$ cat src/rtl/tlbm_pkg.sv
package tlbm_pkg;

    typedef enum logic [1:0] {
        OP_ALL     = 2'd0,
        OP_ASID    = 2'd1,
        OP_VA_ASID = 2'd2,
        OP_VA_ANY  = 2'd3
    } tlbm_op_e;

    // Number of command targets: 0 = instruction TLB, 1 = data TLB
    localparam int NTGT = 2;

    typedef struct packed {
        logic     to_i;
        logic     to_d;
        logic     inv;
        tlbm_op_e op;
    } tlbm_dec_t;

    // Index map: both-target aliases occupy 0..7, single-target 8..13,
    // translation-state registers 16..19.
    localparam int IX_BOTH_LAST = 7;
    localparam int IX_I_ALL     = 8;
    localparam int IX_I_VA_ASID = 9;
    localparam int IX_I_ASID    = 10;
    localparam int IX_D_ALL     = 11;
    localparam int IX_D_VA_ASID = 12;
    localparam int IX_D_ASID    = 13;
    localparam int IX_INV_FIRST = 16;
    localparam int IX_INV_LAST  = 19;

endpackage

$ cat src/rtl/tlbm_index_decode.sv
module tlbm_index_decode
    import tlbm_pkg::*;
#(
    parameter int IDX_W = 5
) (
    input  logic [IDX_W-1:0] idx,
    output tlbm_dec_t        dec
);
    int unsigned ix;

    always_comb begin
        ix  = int'(idx);
        dec = '{to_i: 1'b0, to_d: 1'b0, inv: 1'b0, op: OP_ALL};
        if (ix <= IX_BOTH_LAST) begin
            dec.to_i = 1'b1;
            dec.to_d = 1'b1;
            // Pairs share one operation: unified and inner-shareable aliases
            case (ix >> 1)
                0:       dec.op = OP_ALL;
                1:       dec.op = OP_VA_ASID;
                2:       dec.op = OP_ASID;
                default: dec.op = OP_VA_ANY;
            endcase
        end else if (ix == IX_I_ALL) begin
            dec.to_i = 1'b1;
            dec.op   = OP_ALL;
        end else if (ix == IX_I_VA_ASID) begin
            dec.to_i = 1'b1;
            dec.op   = OP_VA_ASID;
        end else if (ix == IX_I_ASID) begin
            dec.to_i = 1'b1;
            dec.op   = OP_ASID;
        end else if (ix == IX_D_ALL) begin
            dec.to_d = 1'b1;
            dec.op   = OP_ALL;
        end else if (ix == IX_D_VA_ASID) begin
            dec.to_d = 1'b1;
            dec.op   = OP_VA_ASID;
        end else if (ix == IX_D_ASID) begin
            dec.to_d = 1'b1;
            dec.op   = OP_ASID;
        end else if (ix >= IX_INV_FIRST && ix <= IX_INV_LAST) begin
            dec.inv = 1'b1;
        end
    end
endmodule

$ cat src/rtl/tlbm_field_extract.sv
module tlbm_field_extract
    import tlbm_pkg::*;
#(
    parameter int DATA_W     = 32,
    parameter int PAGE_SHIFT = 12,
    parameter int ASID_W     = 8
) (
    input  tlbm_op_e          op,
    input  logic [DATA_W-1:0] data,
    output logic [DATA_W-1:0] va,
    output logic [ASID_W-1:0] asid
);
    localparam int PAGE_W = DATA_W - PAGE_SHIFT;

    logic uses_va;
    logic uses_asid;

    always_comb begin
        uses_va   = (op == OP_VA_ASID) || (op == OP_VA_ANY);
        uses_asid = (op == OP_VA_ASID) || (op == OP_ASID);
        va        = uses_va ? {data[DATA_W-1 -: PAGE_W], {PAGE_SHIFT{1'b0}}} : '0;
        asid      = uses_asid ? data[ASID_W-1:0] : '0;
    end
endmodule

$ cat src/rtl/tlb_maint_decoder.sv
module tlb_maint_decoder
    import tlbm_pkg::*;
#(
    parameter int IDX_W      = 5,
    parameter int DATA_W     = 32,
    parameter int PAGE_SHIFT = 12,
    parameter int ASID_W     = 8
) (
    input  logic              clk,
    input  logic              rst_n,
    input  logic              wr_valid,
    input  logic [IDX_W-1:0]  wr_index,
    input  logic [DATA_W-1:0] wr_data,
    output logic              wr_ready,
    input  logic              itlb_ready,
    output logic              itlb_cmd_valid,
    output logic [1:0]        itlb_cmd_op,
    output logic [DATA_W-1:0] itlb_cmd_va,
    output logic [ASID_W-1:0] itlb_cmd_asid,
    input  logic              dtlb_ready,
    output logic              dtlb_cmd_valid,
    output logic [1:0]        dtlb_cmd_op,
    output logic [DATA_W-1:0] dtlb_cmd_va,
    output logic [ASID_W-1:0] dtlb_cmd_asid,
    output logic              tlb_state_inv
);
    typedef struct packed {
        logic              valid;
        tlbm_op_e          op;
        logic [DATA_W-1:0] va;
        logic [ASID_W-1:0] asid;
    } cmd_t;

    typedef struct packed {
        cmd_t [NTGT-1:0] cmd;
        logic            inv;
    } state_t;

    tlbm_dec_t         dec;
    logic [DATA_W-1:0] ext_va;
    logic [ASID_W-1:0] ext_asid;
    logic [NTGT-1:0]   tgt_need;
    logic [NTGT-1:0]   tgt_rdy;
    logic              accept;
    state_t            state_d, state_q;

    tlbm_index_decode #(.IDX_W(IDX_W)) u_dec (
        .idx (wr_index),
        .dec (dec)
    );

    tlbm_field_extract #(
        .DATA_W     (DATA_W),
        .PAGE_SHIFT (PAGE_SHIFT),
        .ASID_W     (ASID_W)
    ) u_ext (
        .op   (dec.op),
        .data (wr_data),
        .va   (ext_va),
        .asid (ext_asid)
    );

    always_comb begin
        tgt_need = {dec.to_d, dec.to_i};
        tgt_rdy  = {dtlb_ready, itlb_ready};
        wr_ready = &(~tgt_need | tgt_rdy);
        accept   = wr_valid & wr_ready;

        state_d     = '0;
        state_d.inv = accept & dec.inv;
        for (int t = 0; t < NTGT; t++) begin
            if (accept && tgt_need[t]) begin
                state_d.cmd[t].valid = 1'b1;
                state_d.cmd[t].op    = dec.op;
                state_d.cmd[t].va    = ext_va;
                state_d.cmd[t].asid  = ext_asid;
            end
        end
    end

    always_ff @(posedge clk) begin
        if (!rst_n) state_q <= '0;
        else        state_q <= state_d;
    end

    assign itlb_cmd_valid = state_q.cmd[0].valid;
    assign itlb_cmd_op    = state_q.cmd[0].op;
    assign itlb_cmd_va    = state_q.cmd[0].va;
    assign itlb_cmd_asid  = state_q.cmd[0].asid;
    assign dtlb_cmd_valid = state_q.cmd[1].valid;
    assign dtlb_cmd_op    = state_q.cmd[1].op;
    assign dtlb_cmd_va    = state_q.cmd[1].va;
    assign dtlb_cmd_asid  = state_q.cmd[1].asid;
    assign tlb_state_inv  = state_q.inv;
endmodule

$ cat config.mk
export PLATFORM = sky130hd
export DESIGN_NAME = tlb_maint_decoder
export DESIGN_NICKNAME = d
export VERILOG_FILES = /design/src/rtl/tlbm_pkg.sv /design/src/rtl/tlbm_index_decode.sv /design/src/rtl/tlbm_field_extract.sv /design/src/rtl/tlb_maint_decoder.sv
export SDC_FILE = /design/constraint.sdc
export NUM_CORES = 1
export LEC_CHECK = 0
export BUFFER_PORTS_ARGS = -buffer_cell sky130_fd_sc_hd__buf_2
export CAP_MARGIN = 20
export CELL_PAD_IN_SITES_DETAIL_PLACEMENT = 2
export CELL_PAD_IN_SITES_GLOBAL_PLACEMENT = 2
export CORE_UTILIZATION = 23
export CTS_CLUSTER_SIZE = 30
export DETAILED_ROUTE_END_ITERATION = 10
export PLACE_DENSITY_LB_ADDON = 0.1
export RECOVER_POWER = 50
export SYNTH_ARGS = -nofsm -noshare
export SYNTH_HDL_FRONTEND = slang
export SYNTH_SLANG_ARGS = --single-unit
$ cat constraint.sdc
create_clock -name clk -period 3.55 [get_ports clk]
set_clock_uncertainty 0.15 [all_clocks]
set_input_delay 0.71 -clock clk [delete_from_list [all_inputs] [get_ports clk]]
set_output_delay 0.71 -clock clk [all_outputs]
set_load 0.01 [all_outputs]
# == Yosys cells after proc, flatten, opt, wreduce, memory -nomap -nowiden ==
# Index checks and enable logic that the tools add are counted.
# Widths: inputs -> output; s select.
# classes
order_cmp,3
n_eq_ne,11
muxes,27
bitwise_logic,4
n_reduce_logical,9
# ops
operator,count
$mux 43,2
$logic_not 32->1,1
$mux 32,1
$eq 5x4->1 const B,6
$mux 2,10
$mux 1,12
$mux 8,1
$pmux 2 s3,1
$reduce_and 2->1,3
$ge 5x5->1 const B,1
$le 5x3->1 const B,1
$le 5x5->1 const B,1
$eq 2x2->1 const B,2
$eq 4x1->1 const B,1
$eq 4x2->1 const B,1
$logic_and 1x1->1,3
$and 1x1->1,2
$eq 2x1->1 const B,1
$logic_or 1x1->1,2
$not 2->2,1
$or 2x2->2,1
# word_totals
register_bits,87
input_bits,42
output_inout_bits,88
wordCells,63

# == Depth between registers and ports, before layout ==
# Gate-level depths: netlist of run 1.
# depth
depth_word,16
mapped_depth,10
mapped_depth_nobuf,7

# == Cells and area by module ==
# From an unflattened synthesis of run 1, not the netlist that was laid out.
# unflattened
hier_cells,258
hier_area_um2,3443.3
# modules_own_cells
mod,instances,cells_per_inst,area_per_inst_um2,seq_area_each_um2
tlb_maint_decoder,1,198,3024.2,1741.7
tlbm_field_extract,1,45,332.8,0.0
tlbm_index_decode,1,15,86.3,0.0

# == Worst setup path after synthesis of run 1 ==
# OpenSTA, ideal clock, no wires.
# synth_timing
path_kind,in2reg
startpoint,input port wr_index[2]
endpoint,register state_q (netlist bit itlb_cmd_va[20])
setup_time_ps,117
arrival_time_ps,2563
required_ps,3283
path_slack_ps,719
cell_stages,9
path_buffers,3
cell_sequence,clkbuf_1 -> or4b_4 -> a21o_1 -> ha_1 -> or2_2 -> clkbuf_1 -> buf_1 -> nand3_1 -> nor2_1
# synth_between
elab_chain_len,14
word_cells_on_any_way,38
classes_between,order compare: 1; eq/ne: 10; mux: 19; bitwise: 3; reduce/logical: 5
# synth_rtl
item,line,text
"start, declared",tlb_maint_decoder.sv:12,"input logic [IDX_W-1:0] wr_index,"
$eq 5x4->1,tlbm_index_decode.sv:39,end else if (ix == IX_D_ASID) begin
$mux 1,tlbm_index_decode.sv:39,
$mux 1,tlbm_index_decode.sv:36,end else if (ix == IX_D_VA_ASID) begin
$mux 1,tlbm_index_decode.sv:33,end else if (ix == IX_D_ALL) begin
$mux 2,tlbm_index_decode.sv:30,end else if (ix == IX_I_ASID) begin
$mux 2,tlbm_index_decode.sv:27,end else if (ix == IX_I_VA_ASID) begin
$mux 2,tlbm_index_decode.sv:24,end else if (ix == IX_I_ALL) begin
$mux 2,tlbm_index_decode.sv:14,if (ix <= IX_BOTH_LAST) begin
$not 2->2,tlb_maint_decoder.sv:66,wr_ready = &(~tgt_need | tgt_rdy);
$or 2x2->2,tlb_maint_decoder.sv:66,
$reduce_and 2->1,tlb_maint_decoder.sv:66,
$and 1x1->1,tlb_maint_decoder.sv:67,accept = wr_valid & wr_ready;
$logic_and 1x1->1,tlb_maint_decoder.sv:72,if (accept && tgt_need[t]) begin
$reduce_and 2->1 (no source line),--,
"end signal, assigned",tlb_maint_decoder.sv:83,else state_q <= state_d;
"end, declared",tlb_maint_decoder.sv:45,"state_t state_d, state_q;"
# Parallel ways exist; a longest one is shown, timed or not.
# A chain may end at the register's enable or synchronous reset.

# == Worst setup path after layout of run 1 ==
# layout_timing
startpoint,input port wr_index[2]
endpoint,register state_q (netlist bit dtlb_cmd_va[30])
# The elaborated chain is that of the path after synthesis.

==> results of run 1 <==
## final cells by class
| class | instances | area, um^2 |
|---|---|---|
| Inverter | 6 | 22.52 |
| Tap cell | 108 | 135.1 |
| Fill cell | 1091 | 6073 |
| Multi-Input combinational cell | 142 | 689.4 |
| Clock buffer | 11 | 141.4 |
| Clock inverter | 4 | 70.07 |
| Timing Repair Buffer | 105 | 455.4 |
| Sequential cell | 63 | 1261 |
## power breakdown
group / switching, W / internal (W) / total, W
clock: 0.000269 / 0.000409 / 0.000678
combinational: 0.0000712 / 0.0000314 / 0.000103
sequential: 0.000000936 / 0.000710 / 0.000711
total: 0.000342 / 0.00115 / 0.00149
## cells by family (layout without fill, tap and decap cells)
kind of cell | after synthesis | after routing | share of synthesized area (%)
DFF | 63 | 63 | 59.36
xor gates and xnor gates | 1 | 1 | 0.4123
buffers and inverters | 43 | 126 | 12.25
adders and majority gates | 2 | 2 | 1.178
other | 1 | 24 | 0.1765
and+or+nand+nor | 101 | 101 | 22.08
AOI/OAI and AO/OA | 14 | 14 | 4.535
## layout by cell type (no fill, tap or decap), types with 3 or more instances in the layout
master    netlist  final
clkbuf_1        4     63
dfxtp_1        63     63
nor2_1         52     52
buf_2           7     40
conb_1          1     24
nand3_1        17     17
clkbuf_8        0     10
nand2_1         9      9
nor3_1          8      8
inv_1           5      5
a211oi_1        4      4
a21oi_1         3      3
buf_4          24      3
## worst paths after layout
check              startpoint          endpoint  slack (ns)  cells past startpoint
setup / recovery  wr_index[2]   dtlb_cmd_va[30]        0.92                      7
hold / removal     wr_data[7]  itlb_cmd_asid[7]        0.46                      3
## per-stage QoR
stage               hold slack [ns]  setup slack, ns  instance area, um^2  power (W)  std cells
floorplan                    0.6324           0.7193                 2211  0.0008057        248
global placement             0.7996           0.6157                 2644  0.0008333        424
detailed placement           0.8080           0.5902                 2644  0.0008344        424
CTS                          0.4395           0.9722                 2855   0.001530        439
global route                 0.4592           0.6388                 2775   0.001576        439
finish                       0.4609           0.9188                 2775   0.001492        439
## worst max-delay path, stage by stage
cell and delay [ns]:
clkbuf_1 0.20, or4b_4 0.55, a21o_1 0.20, ha_1 0.18
or2_2 0.47, nand2_1 0.25, nor3_1 0.07
## per-layer routing
layer / global-route usage, % / wire, um / vias up
li1: - / - / 885
met1: 16.51 / 2682 / 848
met2: 21.99 / 2854 / 79
met3: 5.369 / 549 / 8
met4: 5.944 / 82 / 0
met5: 0 / 0 / -
## state kept, by name, summed over array words and instances, names as in the netlist
| register | cells |
|---|---|
| itlb_cmd_asid | 8 |
| dtlb_cmd_op | 2 |
| dtlb_cmd_asid | 8 |
| itlb_cmd_op | 2 |
| itlb_cmd_va | 20 |
| dtlb_cmd_valid | 1 |
| tlb_state_inv | 1 |
| itlb_cmd_valid | 1 |
| dtlb_cmd_va | 20 |
==> impl_metrics.env, run 1 <==
export IMPL_status="complete, but fails checks"
export IMPL_violations="DRC, capacitance limit, slew limit"
export IMPL_yosysTopAreaCell="dfxtp_1"
export IMPL_yosys_area_top_type_share_pct=59.36
export IMPL_fp_dieW_um=98.11
export IMPL_cts_tree="built"
export IMPL_avgSynthCellArea_um2=9.442
export IMPL_drtAntennaViolNets=0
export IMPL_grt_setup_unrepaired="false"
export IMPL_start_kind="input pin"
export IMPL_clock_path_buffers=2
export IMPL_cts_buffers=9
export IMPL_ys_warn_count=0
export IMPL_ys_top_cells_by_area="dfxtp_1, nor2_1, buf_4, nand3_1, nor3_1"
export IMPL_syn_to_final_growth_pct=30.62
export IMPL_relSlewSlack_pct=-3.531
export IMPL_syn_area_um2=2125
export IMPL_cts_sinks=63
export IMPL_io_pins=130
export IMPL_diodes=0
export IMPL_fin_util_pct=31.36
export IMPL_slew_violations=32
export IMPL_syn_inst=225
export IMPL_ys_ff_latch=63
export IMPL_place_congestion=0.6465
export IMPL_antenna_found_initial=0
export IMPL_post_dp_hpwl_um=4197
export IMPL_tightest_slew_ns=1.553
export IMPL_setup_viol=0
export IMPL_core_area_um2=8848
export IMPL_die_h_um=98.11
export IMPL_hold_viol=0
export IMPL_grt_pass1_vias=1838
export IMPL_postSynth_asyncResetShare_pct=0
export IMPL_firstDrtPassIters=7
export IMPL_post_route_min_period_ns=2.631
export IMPL_start_util_pct=24.01
export IMPL_ys_seq_area_share_pct=59.36
export IMPL_required_ns=3.56
export IMPL_cts_root_buf="clkbuf_8"
export IMPL_floorplan_rows=34
export IMPL_hold_class="input pin to register"
export IMPL_ys_top_cells_by_count="dfxtp_1, nor2_1, buf_4, nand3_1, nand2_1"
export IMPL_grt_total_usage_pct=13.81
export IMPL_crit_path_end_kind="register"
export IMPL_io_buffers=101
export IMPL_routed_via_density=4.146
export IMPL_synth_edf_count=0
export IMPL_synth_cell_types=34
export IMPL_postCtsSetupBuffers=0
export IMPL_grt_max_degree=32
export IMPL_post_route_period_util_pct=74.12
export IMPL_grt_pass1_wl_um=9887
export IMPL_wl_per_cell_um=14.05
export IMPL_drive_gt1_share_pct=18.13
export IMPL_max_freq_mhz=380.1
export IMPL_ir_worst_vdd_mv=0.1737
export IMPL_worstPathMaxFanout=18
export IMPL_drc_errors=9
export IMPL_dieArea_um2=9626
export IMPL_drtIter0Drc=37
export IMPL_p_per_area_nw_per_um2=537.6
export IMPL_criticalPathCategory="input pin to register"
export IMPL_vias=1820
export IMPL_cts_hold_buf=0
export IMPL_leakage_nw=1.141
export IMPL_synth_main_ff_cell="dfxtp_1"
export IMPL_grt_overflow=0
export IMPL_timing_setup_tns_ns=0
export IMPL_finalNetCount=371
export IMPL_max_cap_violations=1
export IMPL_yosysMostFrequentCell="dfxtp_1"
export IMPL_path_clk_slew_ns=0.07
export IMPL_htree_levels=3
export IMPL_routed_wl_um=6169
export IMPL_post_cts_resized=0
export IMPL_arrival_ns=2.64
Power figures use the tool's default switching activity.
==> run 2, diff against run 1 <==
--- a/config.mk
+++ b/config.mk
@@ -9,7 +9,7 @@
 export CAP_MARGIN = 20
 export CELL_PAD_IN_SITES_DETAIL_PLACEMENT = 2
 export CELL_PAD_IN_SITES_GLOBAL_PLACEMENT = 2
-export CORE_UTILIZATION = 23
+export CORE_UTILIZATION = 20
 export CTS_CLUSTER_SIZE = 30
 export DETAILED_ROUTE_END_ITERATION = 10
 export PLACE_DENSITY_LB_ADDON = 0.1
==> constraint.sdc (replaced) <==
create_clock -name clk -period 2.4 [get_ports clk]
set_clock_uncertainty 0.15 [all_clocks]
set_input_delay 0.48 -clock clk [delete_from_list [all_inputs] [get_ports clk]]
set_output_delay 0.48 -clock clk [all_outputs]
set_load 0.01 [all_outputs]
==> run 2 against run 1 <==
Against the previous run: the run now ends clean; clock power rose by 37%; critical path depth is 2 lower; die area rose by 15%; non-clock buffer count increased by 13; sequential power rose by 48%; sequential share of layout area is 3.4 points lower; combinational power up 88%; core utilization is 2.3 points lower; via count rose by 1.9%; global-route usage fell by 1.8 points; cell count up 9.6%; wire length up 3.2%; critical path type is now input pin to primary output; critical endpoint is now wr_ready; largest cell class unchanged.
==> impl_metrics.env, run 2 (synthesized netlist as in run 1, its figures left out) <==
export IMPL_required_ns=1.77
export IMPL_fp_dieW_um=105.1
export IMPL_diodes=0
export IMPL_path_delay_family="buffers and inverters"
export IMPL_hold_viol=0
export IMPL_status="completed"
export IMPL_vias=1855
export IMPL_fin_util_pct=29.08
export IMPL_fill_cells=1255
export IMPL_drc_errors=0
export IMPL_final_common_cell="clkbuf_1"
export IMPL_die_h_um=105.1
export IMPL_cts_sinks=63
export IMPL_critPathSlowestCell="clkbuf_1"
export IMPL_slowest_delay_ns=0.30
export IMPL_firstDrtPassIters=4
export IMPL_grt_max_degree=32
export IMPL_post_cts_resized=0
export IMPL_routed_wl_um=6365
export IMPL_wl_per_cell_um=13.23
export IMPL_worstPathMaxFanout=8
export IMPL_cts_root_buf="clkbuf_8"
export IMPL_criticalPathCategory="input pin to primary output"
export IMPL_grt_pass1_vias=1877
export IMPL_post_route_period_util_pct=89.50
export IMPL_grt_setup_unrepaired="false"
export IMPL_finalNetCount=384
export IMPL_cp_buffers_inverters=3
export IMPL_io_buffers=101
export IMPL_clock_path_buffers=2
export IMPL_crit_path_end_kind="primary output"
export IMPL_routed_via_density=3.857
export IMPL_post_route_min_period_ns=2.148
export IMPL_cts_hold_buf=0
export IMPL_setup_ws_ns=0.2521
export IMPL_grt_total_usage_pct=12.04
export IMPL_floorplan_rows=37
export IMPL_drive_gt1_share_pct=24.64
export IMPL_ir_worst_vdd_mv=0.1875
export IMPL_start_util_pct=20.58
export IMPL_slew_violations=0
export IMPL_arrival_ns=1.52
export IMPL_leakage_nw=1.202
export IMPL_p_per_area_nw_per_um2=724.3
export IMPL_dp_slack_ns=-0.06340
export IMPL_dieArea_um2=11040
export IMPL_path_clk_slew_ns=0.08
export IMPL_crit_chain="clkbuf_1 -> clkbuf_1 -> nor2_1 -> a211oi_1 -> buf_2"
export IMPL_max_cap_violations=0
export IMPL_drtIter0Drc=30
export IMPL_antenna_found_initial=0
export IMPL_crit_path_frequent_cell="clkbuf_1"
export IMPL_grt_pass1_wl_um=10050
export IMPL_setup_viol=0
export IMPL_io_pins=130
export IMPL_final_cell_mix="clkbuf_1, dfxtp_1, nor2_1"
export IMPL_cts_buffers=9
export IMPL_start_kind="input pin"
export IMPL_post_dp_hpwl_um=4585
export IMPL_syn_to_final_growth_pct=41.28
export IMPL_core_area_um2=10320
export IMPL_max_freq_mhz=465.6
export IMPL_hold_class="input pin to register"
export IMPL_htree_levels=3
export IMPL_grt_overflow=0
export IMPL_postCtsSetupBuffers=0
export IMPL_drtAntennaViolNets=0
export IMPL_cts_tree="built"
export IMPL_place_congestion=0.6466
[run 2: worst paths after layout]
| path | cells past startpoint | from | endpoint |
|---|---|---|---|
| worst max-delay path | 5 | wr_index[4] | wr_ready |
| worst min-delay path | 3 | wr_data[29] | dtlb_cmd_va[29] |
[run 2: power by group]
group | internal [W] | leakage (nW) | switching [W]
clock | 0.000509 | 0.0997 | 0.000419
sequential | 0.00105 | 0.508 | 0.00000146
combinational | 0.0000771 | 0.595 | 0.000117
[run 2: metrics by stage]
step / cells / power (W) / hold WS [ns] / instance area (um^2) / TNS [ns]
after CTS: 481 / 0.002229 / 0.2053 / 3083 / 0
after global placement: 465 / 0.001277 / 0.5715 / 2885 / -0.4868
final: 481 / 0.002174 / 0.2249 / 3002 / 0
after detailed placement: 465 / 0.001278 / 0.5741 / 2885 / -0.6394
after global routing: 481 / 0.002291 / 0.2040 / 3002 / 0
after floorplan: 248 / 0.001207 / 0.4024 / 2308 / 0
[run 2: layer usage]
| metal | share of wire, % | GRT usage (%) | up-vias |
|---|---|---|---|
| met5 | 0 | 0 | - |
| met4 | 1.5 | 6.036 | 0 |
| met3 | 6.4 | 3.743 | 6 |
| met2 | 47 | 18.40 | 73 |
| met1 | 45 | 15.23 | 864 |
| li1 | - | - | 912 |
[run 2: final cells by class]
type / instances / area [um^2] / share of cell area (%)
Clock inverter: 5 / 56.30 / 1.876
Inverter: 6 / 22.52 / 0.7503
Clock buffer: 11 / 141.4 / 4.710
Multi-Input combinational cell: 142 / 760.7 / 25.34
Timing Repair Buffer: 118 / 589.3 / 19.63
Tap cell: 136 / 170.2 / 5.669
Sequential cell: 63 / 1261 / 42.02
==> run 3, diff against run 2 <==
--- a/config.mk
+++ b/config.mk
@@ -7,12 +7,9 @@
 export LEC_CHECK = 0
 export BUFFER_PORTS_ARGS = -buffer_cell sky130_fd_sc_hd__buf_2
 export CAP_MARGIN = 20
-export CELL_PAD_IN_SITES_DETAIL_PLACEMENT = 2
-export CELL_PAD_IN_SITES_GLOBAL_PLACEMENT = 2
-export CORE_UTILIZATION = 20
+export CORE_UTILIZATION = 25
 export CTS_CLUSTER_SIZE = 30
 export DETAILED_ROUTE_END_ITERATION = 10
-export PLACE_DENSITY_LB_ADDON = 0.1
 export RECOVER_POWER = 50
 export SYNTH_ARGS = -nofsm -noshare
 export SYNTH_HDL_FRONTEND = slang
==> run 3 against run 2 <==
Against the previous run: non-clock buffer count fell by 1; cell area shrank 1.5%; sequential power is essentially flat; combinational power shrank 6%; global-route usage is 0.12 points higher; largest power group unchanged; critical path type is now input pin to register; core utilization rose by 6.9 points; worst hold slack worse by 0.00092 ns; clock-buffer cell count fell by 1; via count is 1.3% lower; critical path depth rose by 4; sequential cell count did not move; setup slack better by 0.025 ns.
==> impl_metrics.env, run 3 (synthesized netlist as in run 1, its figures left out) <==
export IMPL_post_route_min_period_ns=2.123
export IMPL_crit_path_end_kind="register"
export IMPL_leakage_nw=1.205
export IMPL_max_cap_violations=0
export IMPL_drtAntennaViolNets=0
export IMPL_arrival_ns=2.23
export IMPL_diodes=0
export IMPL_tightest_slew_ns=0.7321
export IMPL_post_route_period_util_pct=88.47
export IMPL_die_h_um=94.19
export IMPL_core_area_um2=8217
export IMPL_slew_violations=0
export IMPL_fill_cells=894
export IMPL_floorplan_rows=33
export IMPL_relSlewSlack_pct=51.20
export IMPL_place_area_um2=2826
export IMPL_finalNetCount=383
export IMPL_max_freq_mhz=471.0
export IMPL_hold_viol=0
export IMPL_io_pins=130
export IMPL_p_per_area_nw_per_um2=750.1
export IMPL_io_buffers=101
export IMPL_drive_gt1_share_pct=24.71
export IMPL_status="completed"
export IMPL_start_kind="input pin"
export IMPL_place_congestion=0.7277
export IMPL_criticalPathCategory="input pin to register"
export IMPL_required_ns=2.51
export IMPL_cts_root_buf="clkbuf_8"
export IMPL_grt_overflow=0
export IMPL_final_cell_mix="clkbuf_1, dfxtp_1, nor2_1"
export IMPL_fin_util_pct=36.00
export IMPL_cts_hold_buf=0
export IMPL_fp_dieW_um=94.19
export IMPL_routed_wl_um=5180
export IMPL_firstDrtPassIters=4
export IMPL_post_dp_hpwl_um=3701
export IMPL_timing_setup_tns_ns=0
export IMPL_final_cell_area_um2=2958
export IMPL_vias=1831
export IMPL_drtIter0Drc=25
export IMPL_routed_via_density=4.078
export IMPL_syn_to_final_growth_pct=39.22
export IMPL_ir_worst_vdd_mv=0.2393
export IMPL_grt_setup_unrepaired="false"
export IMPL_placed_cells=433
export IMPL_grt_pass1_wl_um=7921
export IMPL_drc_errors=0
export IMPL_cts_sinks=63
export IMPL_finalPower_w=0.002219
export IMPL_path_clk_slew_ns=0.07
export IMPL_start_util_pct=25.86
export IMPL_clock_path_buffers=2
export IMPL_hold_class="input pin to register"
export IMPL_htree_levels=3
export IMPL_final_cells=449
export IMPL_cts_tree="built"
export IMPL_grt_pass1_vias=1619
export IMPL_grt_total_usage_pct=12.16
export IMPL_grt_max_degree=19
export IMPL_post_cts_resized=0
export IMPL_cts_buffers=9
export IMPL_worstPathMaxFanout=7
export IMPL_antenna_found_initial=0
export IMPL_wl_per_cell_um=11.54
export IMPL_postCtsSetupBuffers=0
export IMPL_setup_viol=0
export IMPL_dieArea_um2=8871
run 3: stage by stage:
| stage | hold WS, ns | setup WS, ns |
|---|---|---|
| floorplan | 0.4024 | 0.005078 |
| detailed placement | 0.5684 | -0.05426 |
| CTS | 0.2018 | 0.2901 |
| global placement | 0.5611 | -0.04095 |
| global route | 0.1989 | 0.1851 |
| finish | 0.2240 | 0.2767 |
run 3: layout make-up:
class                      count  area, um^2  share of cell area [%]
tap                          105       131.4                   4.442
sequential                    63        1261                   42.64
clock inverter                 6       83.83                   2.834
inverter                       6       22.52                  0.7614
clock buffer                  10       127.6                   4.315
multi-input combinational    142       760.7                   25.72
timing repair buffer         117       570.5                   19.29
run 3: routing by layer:
layer / GRT usage [%] / vias to the layer above / wire length [um]
met5: 0 / - / 0
met4: 7.308 / 0 / 118
met3: 4.045 / 11 / 435
met2: 18.72 / 95 / 2309
met1: 14.55 / 813 / 2316
li1: - / 912 / -
run 3: worst paths after layout:
| path | cells after the start | end | slack (ns) | from |
|---|---|---|---|---|
| min | 3 | itlb_cmd_va[26] | 0.22 | wr_data[26] |
| max | 9 | dtlb_cmd_asid[3] | 0.28 | wr_index[3] |
run 3: where the power goes:
| part | leakage (nW) | switching [W] | internal (W) |
|---|---|---|---|
| clock | 0.110 | 0.000400 | 0.000583 |
| combinational | 0.587 | 0.000112 | 0.0000710 |
| sequential | 0.508 | 0.00000150 | 0.00105 |
run 3: critical path: stages:
cell and delay [ns]:
buf_2 0.09, inv_2 0.04, or4b_4 0.51, a21o_1 0.20
ha_4 0.22, nor4bb_2 0.27, buf_4 0.21, nand2_1 0.10
nor2_1 0.09
